$ cat src/rtl/irq_seq_pkg.sv
package irq_seq_pkg;

  localparam int unsigned WORD_W = 16;

  typedef enum logic [3:0] {
    S_IDLE, S_ACK, S_PUSH_FL, S_PUSH_CS, S_PUSH_IP, S_RD_OFF, S_RD_SEG,
    S_GET_SEG, S_POP_IP, S_POP_CS, S_POP_FL, S_GET_FL, S_REDIR
  } seq_state_e;

  typedef struct packed {
    logic take_nmi;
    logic take_intr;
    logic take_swi;
    logic take_ret;
    logic take_sti;
    logic take_cli;
  } arb_grant_t;

  // byte offset of a vector slot inside the table
  function automatic logic [9:0] vec_slot(input logic [7:0] t);
    return {t, 2'b00};
  endfunction

  // flags word as saved: enable bit substituted into the datapath flags
  function automatic logic [WORD_W-1:0] merge_ie(input logic [WORD_W-1:0] fl,
                                                 input logic ie,
                                                 input int unsigned pos);
    logic [WORD_W-1:0] r;
    r      = fl;
    r[pos] = ie;
    return r;
  endfunction

endpackage

$ cat src/rtl/irq_src_arb.sv
module irq_src_arb
  import irq_seq_pkg::*;
(
  input  logic       clk,
  input  logic       rst_n,
  input  logic       idle_i,
  input  logic       ie_i,
  input  logic       nmi_req,
  input  logic       intr_req,
  input  logic       swi_valid,
  input  logic       iret_cmd,
  input  logic       sti_cmd,
  input  logic       cli_cmd,
  output arb_grant_t grant_o
);

  logic nmi_q, nmi_pend_q;
  logic nmi_edge, nmi_want;

  assign nmi_edge = nmi_req & ~nmi_q;
  assign nmi_want = nmi_edge | nmi_pend_q;

  always_comb begin
    grant_o = '0;
    if (idle_i) begin
      if (nmi_want)             grant_o.take_nmi  = 1'b1;
      else if (intr_req && ie_i) grant_o.take_intr = 1'b1;
      else if (swi_valid)       grant_o.take_swi  = 1'b1;
      else if (iret_cmd)        grant_o.take_ret  = 1'b1;
      else if (sti_cmd)         grant_o.take_sti  = 1'b1;
      else if (cli_cmd)         grant_o.take_cli  = 1'b1;
    end
  end

  always_ff @(posedge clk) begin
    if (!rst_n) begin
      nmi_q      <= 1'b0;
      nmi_pend_q <= 1'b0;
    end else begin
      nmi_q      <= nmi_req;
      nmi_pend_q <= nmi_want & ~grant_o.take_nmi;
    end
  end

endmodule

$ cat src/rtl/irq_stack_seq.sv
module irq_stack_seq
  import irq_seq_pkg::*;
#(
  parameter int unsigned      ADDR_W   = 16,
  parameter logic [ADDR_W-1:0] SP_INIT = ADDR_W'(16'hF000),
  parameter int unsigned      IE_BIT   = 9,
  parameter logic [7:0]       NMI_TYPE = 8'd2
) (
  input  logic              clk,
  input  logic              rst_n,
  input  arb_grant_t        grant_i,
  input  logic [7:0]        swi_type,
  input  logic [7:0]        ack_type_i,
  input  logic [WORD_W-1:0] cur_ip,
  input  logic [WORD_W-1:0] cur_cs,
  input  logic [WORD_W-1:0] cur_flags,
  input  logic [WORD_W-1:0] mem_rdata,
  output logic              idle_o,
  output logic              ie_o,
  output logic [ADDR_W-1:0] sp_o,
  output logic              ack_o,
  output logic              mem_req,
  output logic              mem_we,
  output logic [ADDR_W-1:0] mem_addr,
  output logic [WORD_W-1:0] mem_wdata,
  output logic              redirect_o,
  output logic [WORD_W-1:0] redir_ip,
  output logic [WORD_W-1:0] redir_cs,
  output logic              flags_load_o,
  output logic [WORD_W-1:0] redir_flags,
  output logic              push_evt,
  output logic              pop_evt
);

  localparam logic [ADDR_W-1:0] STEP = ADDR_W'(2);

  seq_state_e        state_q;
  logic              ie_q, is_ret_q;
  logic [ADDR_W-1:0] sp_q;
  logic [7:0]        vtype_q;
  logic [WORD_W-1:0] sv_ip_q, sv_cs_q, sv_fl_q;
  logic [WORD_W-1:0] tgt_ip_q, tgt_cs_q, tgt_fl_q;
  logic [ADDR_W-1:0] vec_base;

  assign vec_base = ADDR_W'(vec_slot(vtype_q));

  assign push_evt = (state_q == S_PUSH_FL) || (state_q == S_PUSH_CS) ||
                    (state_q == S_PUSH_IP);
  assign pop_evt  = (state_q == S_POP_IP) || (state_q == S_POP_CS) ||
                    (state_q == S_POP_FL);

  always_comb begin
    mem_req   = push_evt || pop_evt || (state_q == S_RD_OFF) || (state_q == S_RD_SEG);
    mem_we    = push_evt;
    mem_addr  = sp_q;
    mem_wdata = sv_ip_q;
    unique case (state_q)
      S_PUSH_FL: begin mem_addr = sp_q - STEP; mem_wdata = sv_fl_q; end
      S_PUSH_CS: begin mem_addr = sp_q - STEP; mem_wdata = sv_cs_q; end
      S_PUSH_IP: begin mem_addr = sp_q - STEP; mem_wdata = sv_ip_q; end
      S_RD_OFF:  mem_addr = vec_base;
      S_RD_SEG:  mem_addr = vec_base + STEP;
      default:   mem_addr = sp_q;
    endcase
  end

  assign idle_o       = (state_q == S_IDLE);
  assign ack_o        = (state_q == S_ACK);
  assign redirect_o   = (state_q == S_REDIR);
  assign flags_load_o = redirect_o && is_ret_q;
  assign redir_ip     = tgt_ip_q;
  assign redir_cs     = tgt_cs_q;
  assign redir_flags  = tgt_fl_q;
  assign ie_o         = ie_q;
  assign sp_o         = sp_q;

  always_ff @(posedge clk) begin
    if (!rst_n) begin
      state_q  <= S_IDLE;
      ie_q     <= 1'b0;
      is_ret_q <= 1'b0;
      sp_q     <= SP_INIT;
      vtype_q  <= '0;
      sv_ip_q  <= '0;
      sv_cs_q  <= '0;
      sv_fl_q  <= '0;
      tgt_ip_q <= '0;
      tgt_cs_q <= '0;
      tgt_fl_q <= '0;
    end else begin
      unique case (state_q)
        S_IDLE: begin
          if (grant_i.take_nmi || grant_i.take_intr || grant_i.take_swi) begin
            sv_ip_q  <= cur_ip;
            sv_cs_q  <= cur_cs;
            sv_fl_q  <= merge_ie(cur_flags, ie_q, IE_BIT);
            is_ret_q <= 1'b0;
          end
          if (grant_i.take_nmi) begin
            vtype_q <= NMI_TYPE;
            state_q <= S_PUSH_FL;
          end else if (grant_i.take_intr) begin
            state_q <= S_ACK;
          end else if (grant_i.take_swi) begin
            vtype_q <= swi_type;
            state_q <= S_PUSH_FL;
          end else if (grant_i.take_ret) begin
            is_ret_q <= 1'b1;
            state_q  <= S_POP_IP;
          end else if (grant_i.take_sti) begin
            ie_q <= 1'b1;
          end else if (grant_i.take_cli) begin
            ie_q <= 1'b0;
          end
        end
        S_ACK: begin
          vtype_q <= ack_type_i;
          state_q <= S_PUSH_FL;
        end
        S_PUSH_FL: begin sp_q <= sp_q - STEP; ie_q <= 1'b0; state_q <= S_PUSH_CS; end
        S_PUSH_CS: begin sp_q <= sp_q - STEP; state_q <= S_PUSH_IP; end
        S_PUSH_IP: begin sp_q <= sp_q - STEP; state_q <= S_RD_OFF; end
        S_RD_OFF:  state_q <= S_RD_SEG;
        S_RD_SEG:  begin tgt_ip_q <= mem_rdata; state_q <= S_GET_SEG; end
        S_GET_SEG: begin tgt_cs_q <= mem_rdata; state_q <= S_REDIR; end
        S_POP_IP:  begin sp_q <= sp_q + STEP; state_q <= S_POP_CS; end
        S_POP_CS:  begin sp_q <= sp_q + STEP; tgt_ip_q <= mem_rdata; state_q <= S_POP_FL; end
        S_POP_FL:  begin sp_q <= sp_q + STEP; tgt_cs_q <= mem_rdata; state_q <= S_GET_FL; end
        S_GET_FL: begin
          tgt_fl_q <= mem_rdata;
          ie_q     <= mem_rdata[IE_BIT];
          state_q  <= S_REDIR;
        end
        S_REDIR:   state_q <= S_IDLE;
        default:   state_q <= S_IDLE;
      endcase
    end
  end

endmodule

$ cat src/rtl/irq_entry_seq.sv
module irq_entry_seq
  import irq_seq_pkg::*;
#(
  parameter int unsigned      ADDR_W   = 16,
  parameter logic [ADDR_W-1:0] SP_INIT = ADDR_W'(16'hF000),
  parameter int unsigned      IE_BIT   = 9
) (
  input  logic              clk,
  input  logic              rst_n,
  input  logic              intr_req,
  input  logic              nmi_req,
  input  logic [7:0]        ack_type_i,
  input  logic              swi_valid,
  input  logic [7:0]        swi_type,
  input  logic              iret_cmd,
  input  logic              sti_cmd,
  input  logic              cli_cmd,
  input  logic [15:0]       cur_ip,
  input  logic [15:0]       cur_cs,
  input  logic [15:0]       cur_flags,
  output logic              mem_req,
  output logic              mem_we,
  output logic [ADDR_W-1:0] mem_addr,
  output logic [15:0]       mem_wdata,
  input  logic [15:0]       mem_rdata,
  output logic              ack_o,
  output logic              busy_o,
  output logic              ie_o,
  output logic [ADDR_W-1:0] sp_o,
  output logic              redirect_o,
  output logic [15:0]       redir_ip,
  output logic [15:0]       redir_cs,
  output logic              flags_load_o,
  output logic [15:0]       redir_flags
);

  arb_grant_t grant_w;
  logic       idle_w;
  logic       take_nmi_w, take_intr_w, push_evt_w, pop_evt_w;

  assign busy_o      = ~idle_w;
  assign take_nmi_w  = grant_w.take_nmi;
  assign take_intr_w = grant_w.take_intr;

  irq_src_arb arb_i (
    .clk       (clk),
    .rst_n     (rst_n),
    .idle_i    (idle_w),
    .ie_i      (ie_o),
    .nmi_req   (nmi_req),
    .intr_req  (intr_req),
    .swi_valid (swi_valid),
    .iret_cmd  (iret_cmd),
    .sti_cmd   (sti_cmd),
    .cli_cmd   (cli_cmd),
    .grant_o   (grant_w)
  );

  irq_stack_seq #(
    .ADDR_W  (ADDR_W),
    .SP_INIT (SP_INIT),
    .IE_BIT  (IE_BIT)
  ) seq_i (
    .clk          (clk),
    .rst_n        (rst_n),
    .grant_i      (grant_w),
    .swi_type     (swi_type),
    .ack_type_i   (ack_type_i),
    .cur_ip       (cur_ip),
    .cur_cs       (cur_cs),
    .cur_flags    (cur_flags),
    .mem_rdata    (mem_rdata),
    .idle_o       (idle_w),
    .ie_o         (ie_o),
    .sp_o         (sp_o),
    .ack_o        (ack_o),
    .mem_req      (mem_req),
    .mem_we       (mem_we),
    .mem_addr     (mem_addr),
    .mem_wdata    (mem_wdata),
    .redirect_o   (redirect_o),
    .redir_ip     (redir_ip),
    .redir_cs     (redir_cs),
    .flags_load_o (flags_load_o),
    .redir_flags  (redir_flags),
    .push_evt     (push_evt_w),
    .pop_evt      (pop_evt_w)
  );

endmodule

$ cat config.mk
export PLATFORM = sky130hd
export DESIGN_NAME = irq_entry_seq
export DESIGN_NICKNAME = d
export VERILOG_FILES = /design/src/rtl/irq_seq_pkg.sv /design/src/rtl/irq_src_arb.sv /design/src/rtl/irq_stack_seq.sv /design/src/rtl/irq_entry_seq.sv
export SDC_FILE = /design/constraint.sdc
export NUM_CORES = 1
export LEC_CHECK = 0
export ABC_CLOCK_PERIOD_IN_PS = 3200
export BUFFER_PORTS_ARGS = -buffer_cell sky130_fd_sc_hd__buf_4
export CAP_MARGIN = 20
export CORE_ASPECT_RATIO = 0.8
export CORE_UTILIZATION = 45
export CTS_CLUSTER_SIZE = 14
export DETAILED_ROUTE_END_ITERATION = 10
export GPL_TIMING_DRIVEN = 0
export PLACE_DENSITY = 0.81
export SYNTH_ARGS = -nofsm -noshare
export SYNTH_HDL_FRONTEND = slang
export SYNTH_HIERARCHICAL = 1
export SYNTH_SLANG_ARGS = --single-unit
$ cat constraint.sdc
create_clock -name clk -period 3.2 [get_ports clk]
set_clock_uncertainty 0.15 [all_clocks]
set_input_delay 0.32 -clock clk [delete_from_list [all_inputs] [get_ports clk]]
set_output_delay 0.32 -clock clk [all_outputs]
set_load 0.01 [all_outputs]
### Word level (Yosys, flattened, before mapping)

Cells that the tools add are included.

* add/sub/neg operators: 3
* $mul: 0
* div/mod/pow operators: 0
* order comparisons: 0
* eq/ne operators: 20
* shift-type cells: 0
* muxes and demuxes: 36
* bitwise gates (word level): 6
* reduce and logical (&&, ||, !) cells: 23

Operators by type and width (number)
* $pmux W16 S2: 2
* $pmux W16 S3: 1
* $pmux W4 S11: 1
* $mux W8: 3
* $eq A4 B4 Y1 const B: 5
* $mux W4: 5
* $mux W1: 18
* $add A16 B2 Y16 const B: 1
* $eq A4 B3 Y1 const B: 4
* $pmux W8 S2: 1
* $sub A16 B2 Y16 const B: 1
* $add A10 B2 Y11 const B: 1
* $logic_or A1 B1 Y1: 9
* $eq A4 B2 Y1 const B: 2
* $ne A2 B2 Y1 const B: 4
* $mux W6: 1
* $ne A3 B1 Y1 const B: 2
* $reduce_and A6 Y1: 1
* $reduce_or A2 Y1: 3
* $reduce_or A3 Y1: 2
* $mux W5: 1
* $ne A5 B1 Y1 const B: 1
* $eq A4 B1 Y1 const B: 1
* $logic_not A4 Y1: 1
* 12 further kinds: 17

* bits in registers: 128
* bits in latches: 0
* memory bits (writable): 0
* ROM bits: 0
* input bits: 88
* output and inout bits: 103
* word-level logic and storage cells: 101
* memories: 0

### Depth between registers and ports, before layout

Gate-level depths: netlist of run 1.

* depth after elaboration: 14
* depth in mapped cells: 11
* gate-level depth less buffers: 10

### Cells and area by module

Netlist of run 1, hierarchy kept.

By module, submodules not included
* irq_stack_seq: instances 1, cells each 753, area each 6138.4 µm², sequential area each 2502.4 µm²
* irq_src_arb: instances 1, cells each 16, area each 150.1 µm², sequential area each 40.0 µm²
* irq_entry_seq: instances 1, cells each 1, area each 3.8 µm², sequential area each 0.0 µm²

### Least setup slack after synthesis of run 1

OpenSTA, ideal clock, no wires.

* path type: reg-to-reg
* start point: register seq_i.state_q[3]
* end point: register seq_i.sv_cs_q[15]
* setup time: 0.076 ns
* arrival time: 2.274 ns
* required time: 2.974 ns
* path slack: 0.701 ns
* cell stages (with the launch flop): 12
* clock period less this slack: 2.499 ns
* cells stage by stage: dfxtp_1 -> buf_2 -> nor2_1 -> nand2_1 -> inv_1 -> and4_2 -> or3_1 -> nand2_1 -> clkbuf_1 -> buf_1 -> nand2_1 -> a21boi_0

RTL lines
* from (decl): RTL line irq_stack_seq.sv:37 `seq_state_e state_q;`
* from (signal assigned): RTL line irq_stack_seq.sv:79 `state_q <= S_IDLE;`
* from (signal assigned): RTL line irq_stack_seq.sv:101 `state_q <= S_PUSH_FL;`
* from (signal assigned): RTL line irq_stack_seq.sv:103 `state_q <= S_ACK;`
* to (signal assigned): RTL line irq_stack_seq.sv:95 `sv_cs_q <= cur_cs;`
* to (decl): RTL line irq_stack_seq.sv:41 `logic [WORD_W-1:0] sv_ip_q, sv_cs_q, sv_fl_q;`

### Worst setup path in the final report of run 1

* start point: register seq_i.sp_q[1] (netlist: seq_i/sp_o[1])
* end point: output port mem_addr[13]

* word-level cells in the longest chain between the ends: 2

RTL lines
* from (decl): RTL line irq_stack_seq.sv:39 `logic [ADDR_W-1:0] sp_q;`
* from (signal assigned): RTL line irq_stack_seq.sv:82 `sp_q <= SP_INIT;`
* from (signal assigned): RTL line irq_stack_seq.sv:120 `S_PUSH_FL: begin sp_q <= sp_q - STEP; ie_q <= 1'b0; state_q <= S_PUSH_CS; end`
* from (signal assigned): RTL line irq_stack_seq.sv:121 `S_PUSH_CS: begin sp_q <= sp_q - STEP; state_q <= S_PUSH_IP; end`
* $sub A16 B2 Y16: RTL line irq_stack_seq.sv:58, irq_stack_seq.sv:59, irq_stack_seq.sv:60
* $pmux W16 S3: RTL line irq_stack_seq.sv:57 `unique case (state_q)`
* to (decl): RTL line irq_entry_seq.sv:23 `output logic [ADDR_W-1:0] mem_addr,`

Every way passes these cells.

==> metrics.md, run 1 <==
| Metric | Value |
|---|---|
| Worst-margin pin slew | `0.906 ns` |
| GRT Residual Overflow | `0` |
| Die Footprint | `14400 µm²` |
| Row count | `38` |
| Nature of the critical path startpoint | `register` |
| CORE AREA | `~14000 µm²` |
| Diodes inserted | `0` |
| Worst Setup EP | `mem_addr[13]` |
| Max Cap Viol | `0` |
| DIE HEIGHT | `~110 µm` |
| Routed WL | `18.6 mm` |
| Final net count | `1068` |
| R2R Path Start | `seq_i/state_q[0]` |
| Worst Reg-to-Reg Cells | `11` |
| Syn Inst Count | `769` |
| Initial DRC count | `just under 500` |
| CTS H-Tree Depth | `4` |
| Crit Path Max Fanout | `9` |
| Outcome | `complete, no violations` |
| Drt wl/cell | `about 16 µm` |
| Post-route ant nets | `0` |
| Cell Area, Synth | `between 6000 and 7000 µm²` |
| Unrepaired setup endpoints after global routing | `true` |
| Power Total | `between 7 and 8 mW` |
| CP Launch Point | `seq_i/sp_o[1]` |
| Headroom to the max-slew limit | `between 30 and 40%` |
| Layout cells sized above 1 | `25.7%` |
| Fin cells | `around 1200` |
| Crit path DAT | `2.61 ns` |
| Vias/cell | `about 5.3` |
| Synth-to-Final Area Change | `35.9%` |
| Setup_tns | `0 ns` |
| CTS tree | `built` |
| Tmin final | `3.08 ns` |
| Worst Setup End Kind | `output port` |
| Final Slew Violations | `0` |
| Sequential cell area | `approximately 2500 µm²` |
| Final Cycle Share | `a little over nine tenths` |
| Clock slew at reported path FFs | `0.07 ns` |
| Most frequent cells in the layout | `189 x buf_4, 180 x nand2_1, 127 x dfxtp_1` |
| Fin area | `between 8000 and 9000 µm²` |
| Fin. Hold Viols | `0` |
| Die Span X | `~130 µm` |
| # IOs | `roughly 190` |
| Fill count | `about 1200` |
| # port buffers | `187` |
| Static Leak | `roughly 3.7 nW` |
| Avg Inst Size Synth | `a little over 8 µm²` |
| FMAX | `325 MHz` |
| Area of the multi-input gates | `around 3500 µm²` |
| Power Dens Cells | `between 800 and 900 nW/µm²` |
| Most common cell after layout, fill and taps aside | `buf_4` |
| Number of remaining DRC errors | `0` |
| Pre-antenna DRT Iters | `5` |
| Final HPWL DP | `13.6 mm` |
| Maximum VDD drop | `around 0.00042 V` |
| R2R Setup Slk | `between 0.2 and 0.25 ns` |
| Worst skew pair latency | `between 0.4 and 0.5 ns` |
| Vias in the first global route | `roughly 5800` |
| Global-route wire length before repair | `29.4 mm` |
| CTS buffer count | `17` |
| Critical Path RT | `~2.7 ns` |
| Final design utilization | `62.8%` |
| Setup CP Type | `reg2out` |
| Total vias in the final route | `between 6000 and 7000` |
| Inst Count DP | `~1100` |
| GP Congestion | `approximately 0.92` |
| Setup violations, final | `0` |
| Synth Warn # | `6` |
| Hold Crit Class | `in2reg` |
| R2r endpoint | `seq_i/sv_ip_q[13]` |
| Total track usage | `26.3%` |
| Clk sinks | `127` |
| CTS root buf | `clkbuf_16` |
| Maximum number of pins on one net before global-route repair | `17` |
| Longest Clk Path Bufs | `2` |
| Initial Utilization | `roughly 46%` |
| Post-Place Cell Area | `7920 µm²` |
| Initial antenna violation count | `0` |
-- flip-flops by register name, summed over array words and instances, names as in the netlist --
signal / flops
seq_i/redir_flags: 16
seq_i/redir_cs: 16
seq_i/state_q: 4
seq_i/sv_ip_q: 16
seq_i/sp_o: 15
seq_i/vtype_q: 8
arb_i/nmi_pend_q: 1
arb_i/nmi_q: 1
seq_i/sv_cs_q: 16
seq_i/ie_o: 1
seq_i/sv_fl_q: 16
seq_i/is_ret_q: 1
seq_i/redir_ip: 16
-- per-layer routing --
metal | wire length, µm | vias up | GRT usage (%)
met2 | 8210 | 301 | 40.6
met3 | 1690 | 15 | 6.50
met1 | 8570 | 2859 | 35.9
met5 | 0 | - | 0
met4 | 178 | 0 | 8.67
li1 | - | 3053 | -
-- stage by stage --
step                hold slack, ns  setup WS (ns)
finish                     0.00661          0.118
global route               0.00785        -0.0110
CTS                      0.0000608         0.0675
detailed placement           0.307          0.120
global placement             0.300          0.186
floorplan                    0.292          0.701
-- power breakdown --
part,internal (mW),switching (mW),total [mW]
Clock,1.12,0.769,1.89
Sequential,1.94,0.251,2.20
Combinational,1.32,1.89,3.21
-- layout make-up --
cell class,count,share of cell area (%)
multi-input cells,571,40.4
flip-flops and latches,127,29.8
repair buffers,189,16.7
clock buffers,19,5.30
plain buffers,57,3.08
well taps,180,2.64
clock inverters,13,1.49
inverters,15,0.659
-- critical path, cell delays in order (launching register included) --
cell	delay, ns
dfxtp_1	0.39
inv_1	0.09
ha_1	0.26
or4b_4	0.56
a211oi_4	0.28
a21o_1	0.20
a21boi_1	0.24
buf_4	0.16
-- repair_timing --
item	CTS	global route
setup endpoints to repair	1	32
resized for setup	1	11
endpoints found under the hold margin	2	0
hold buffers	2	0
setup buffers	0	0
-- how the worst min path moves through the flow --
stage	start	to	slack (ns)	cells past startpoint
floorplan	nmi_req	arb_i/nmi_q	0.29	1
global placement	seq_i/sv_fl_q[6]	seq_i/sv_fl_q[6]	0.30	2
detailed placement	seq_i/sv_fl_q[11]	seq_i/sv_fl_q[11]	0.31	2
CTS	cur_ip[1]	seq_i/sv_ip_q[1]	0.00006	3
global route	cur_cs[5]	seq_i/sv_cs_q[5]	0.008	3
finish	cur_ip[0]	seq_i/sv_ip_q[0]	0.007	3
Note: power is estimated with default switching activity, not from simulation.
==> run 2: changes to the inputs <==
--- a/config.mk
+++ b/config.mk
@@ -5,7 +5,7 @@
 export SDC_FILE = /design/constraint.sdc
 export NUM_CORES = 1
 export LEC_CHECK = 0
-export ABC_CLOCK_PERIOD_IN_PS = 3200
+export ABC_CLOCK_PERIOD_IN_PS = 3900
 export BUFFER_PORTS_ARGS = -buffer_cell sky130_fd_sc_hd__buf_4
 export CAP_MARGIN = 20
 export CORE_ASPECT_RATIO = 0.8
==> constraint.sdc (replaced) <==
create_clock -name clk -period 3.9 [get_ports clk]
set_clock_uncertainty 0.15 [all_clocks]
set_input_delay 0.39 -clock clk [delete_from_list [all_inputs] [get_ports clk]]
set_output_delay 0.39 -clock clk [all_outputs]
set_load 0.01 [all_outputs]
==> run 2 against run 1 <==
Compared with the run above:
- final area decreased by 0.53%
- highest routed layer unchanged
- combinational power fell by 19%
- utilization down 0.33 points
- non-clock buffer count decreased by 2
- flip-flop and latch count unchanged
- count of clock-buffer cells in the layout stayed put
==> metrics.md, run 2 (synthesis results as in run 1) <==
| Metric | Value |
|---|---|
| Outcome | `complete, no violations` |
| Final Slew Violations | `0 (unchanged)` |
| Initial Utilization | `46.2% (unchanged)` |
| Setup violations, final | `0 (unchanged)` |
| Worst Reg-to-Reg Cells | `11 (unchanged)` |
| Worst Setup End Kind | `output port` |
| Fin area | `8500 µm² (-0.53%)` |
| Hold_buf cts | `0 (-2)` |
| Final Cycle Share | `between 80% and 90%` |
| CTS H-Tree Depth | `4 (unchanged)` |
| Maximum number of pins on one net before global-route repair | `17 (unchanged)` |
| CORE AREA | `13600 µm² (unchanged)` |
| # port buffers | `187 (unchanged)` |
| Nature of the critical path startpoint | `register` |
| Fin. Hold Viols | `0 (unchanged)` |
| Total track usage | `26.3% (unchanged)` |
| CTS buffer count | `17 (unchanged)` |
| Critical Path RT | `3.36 ns (+0.63 ns)` |
| Post-route ant nets | `0 (unchanged)` |
| Max Cap Viol | `0 (unchanged)` |
| Worst skew pair latency | `0.42 ns (about the same)` |
| Unrepaired setup endpoints after global routing | `false` |
| R2R Setup Slk | `0.74 ns (+0.51 ns)` |
| Die Footprint | `14400 µm² (unchanged)` |
| GRT Residual Overflow | `0 (unchanged)` |
| Power Total | `5.97 mW (-18%)` |
| Area of the multi-input gates | `3430 µm² (-0.62%)` |
| R2R Path Start | `seq_i/state_q[3]` |
| Clk sinks | `127 (unchanged)` |
| Most frequent cells in the layout | `189 x buf_4, 180 x nand2_1, 127 x dfxtp_1` |
| Initial antenna violation count | `0 (unchanged)` |
| Hold Crit Class | `in2reg` |
| DIE HEIGHT | `108 µm (unchanged)` |
| # IOs | `191 (unchanged)` |
| WHS | `0.0409 ns (+0.0343 ns)` |
| Vias/cell | `5.30 (-0.38%)` |
| Layout cells sized above 1 | `25.2% (-0.55 points)` |
| Total vias in the final route | `6194 (-0.55%)` |
| Fill count | `1240 (+0.32%)` |
| Crit path DAT | `2.79 ns (+0.18 ns)` |
| Tmin final | `3.33 ns` |
| Die Span X | `134 µm (unchanged)` |
| Crit Path Max Fanout | `9 (unchanged)` |
| CTS root buf | `clkbuf_16` |
| Final design utilization | `62.5% (-0.33 points)` |
| Setup_tns | `0 ns (unchanged)` |
| Pre-CTS setup slack | `0.820 ns (+0.700 ns)` |
| GP Congestion | `0.918 (unchanged)` |
| Final HPWL DP | `13.6 mm (unchanged)` |
| Global-route wire length before repair | `29.4 mm (unchanged)` |
| Post-Place Cell Area | `7920 µm² (unchanged)` |
| Headroom to the max-slew limit | `39.5% (+0.30 points)` |
| Hold path depth | `2 (-1)` |
| Sequential cell area | `2540 µm² (unchanged)` |
| Longest Clk Path Bufs | `2 (unchanged)` |
| Drt wl/cell | `15.9 µm (+0.16%)` |
| Row count | `38 (unchanged)` |
| Worst-margin pin slew | `0.902 ns (-0.00444 ns)` |
| Hold endpoint | `arb_i/nmi_q` |
| Number of remaining DRC errors | `0 (unchanged)` |
| Most common cell after layout, fill and taps aside | `buf_4` |
| Power Dens Cells | `702 nW/µm² (-18%)` |
| Worst setup margin | `0.569 ns (+0.451 ns)` |
| Maximum VDD drop | `0.000347 V (-18%)` |
| CTS resizes | `0 (-1)` |
| Initial DRC count | `567 (+16%)` |
| R2r endpoint | `seq_i/sv_ip_q[13]` |
| Number of setup buffers added after CTS | `0 (unchanged)` |
| Hold Startpoint | `nmi_req` |
| Synth-to-Final Area Change | `35.2%` |
| Routed WL | `18.6 mm (about the same)` |
| Clock slew at reported path FFs | `0.06 ns (about the same)` |
| CTS tree | `built` |
| Final net count | `1066 (-0.19%)` |
| Inst Count DP | `1137 (unchanged)` |
| Fin cells | `1169 (-0.17%)` |
| FMAX | `~300 MHz` |
| Static Leak | `3.72 nW (-0.63%)` |
| Diodes inserted | `0 (unchanged)` |
| Setup CP Type | `reg2out` |
| Pre-antenna DRT Iters | `5 (unchanged)` |
| Vias in the first global route | `5734 (-0.30%)` |
## run 2: cell types whose count changed in the layout (fill, tap and decap cells not counted), sizes merged
cell / delta
dlygate4sd3: -2
clkbuf: -1
buf: +1
## run 2: critical path: stages (launching register included)
cell and delay (ns):
dfxtp_1 0.40, inv_1 0.10, ha_1 0.26, or4b_4 0.55
a211oi_2 0.36, a21o_1 0.21, a21boi_0 0.32, buf_4 0.19
## run 2: final cells by class
cell class                 instances  area share [%]
multi-input combinational        571            40.4
sequential                       127            29.9
timing repair buffer             187            16.5
clock buffer                      19            5.33
buffer                            57            3.05
tap                              180            2.65
clock inverter                    13            1.50
inverter                          15           0.663
## run 2: worst max-delay path by stage
stage,startpoint,end,cells after the start
3_5_place_dp,seq_i/state_q[3],seq_i/sv_ip_q[13],11
4_1_cts,seq_i/sp_o[1],mem_addr[13],7
2_1_floorplan,seq_i/state_q[3],seq_i/sv_cs_q[15],11
5_1_grt,seq_i/state_q[3],mem_addr[9],8
3_3_place_gp,seq_i/state_q[3],seq_i/sv_ip_q[9],11
6_report,seq_i/sp_o[1],mem_addr[13],7
## run 2: where the power goes
group          internal, mW  switching, mW
combinational          1.07           1.54
clock                 0.923          0.633
sequential             1.60          0.207
total                  3.58           2.38
## run 2: metal layers
metal	global-route usage [%]	up-vias	wire [µm]
met5	0	-	0
met1	36.0	2853	8650
met3	6.50	15	1590
met4	8.35	0	165
met2	40.6	281	8240
li1	-	3045	-
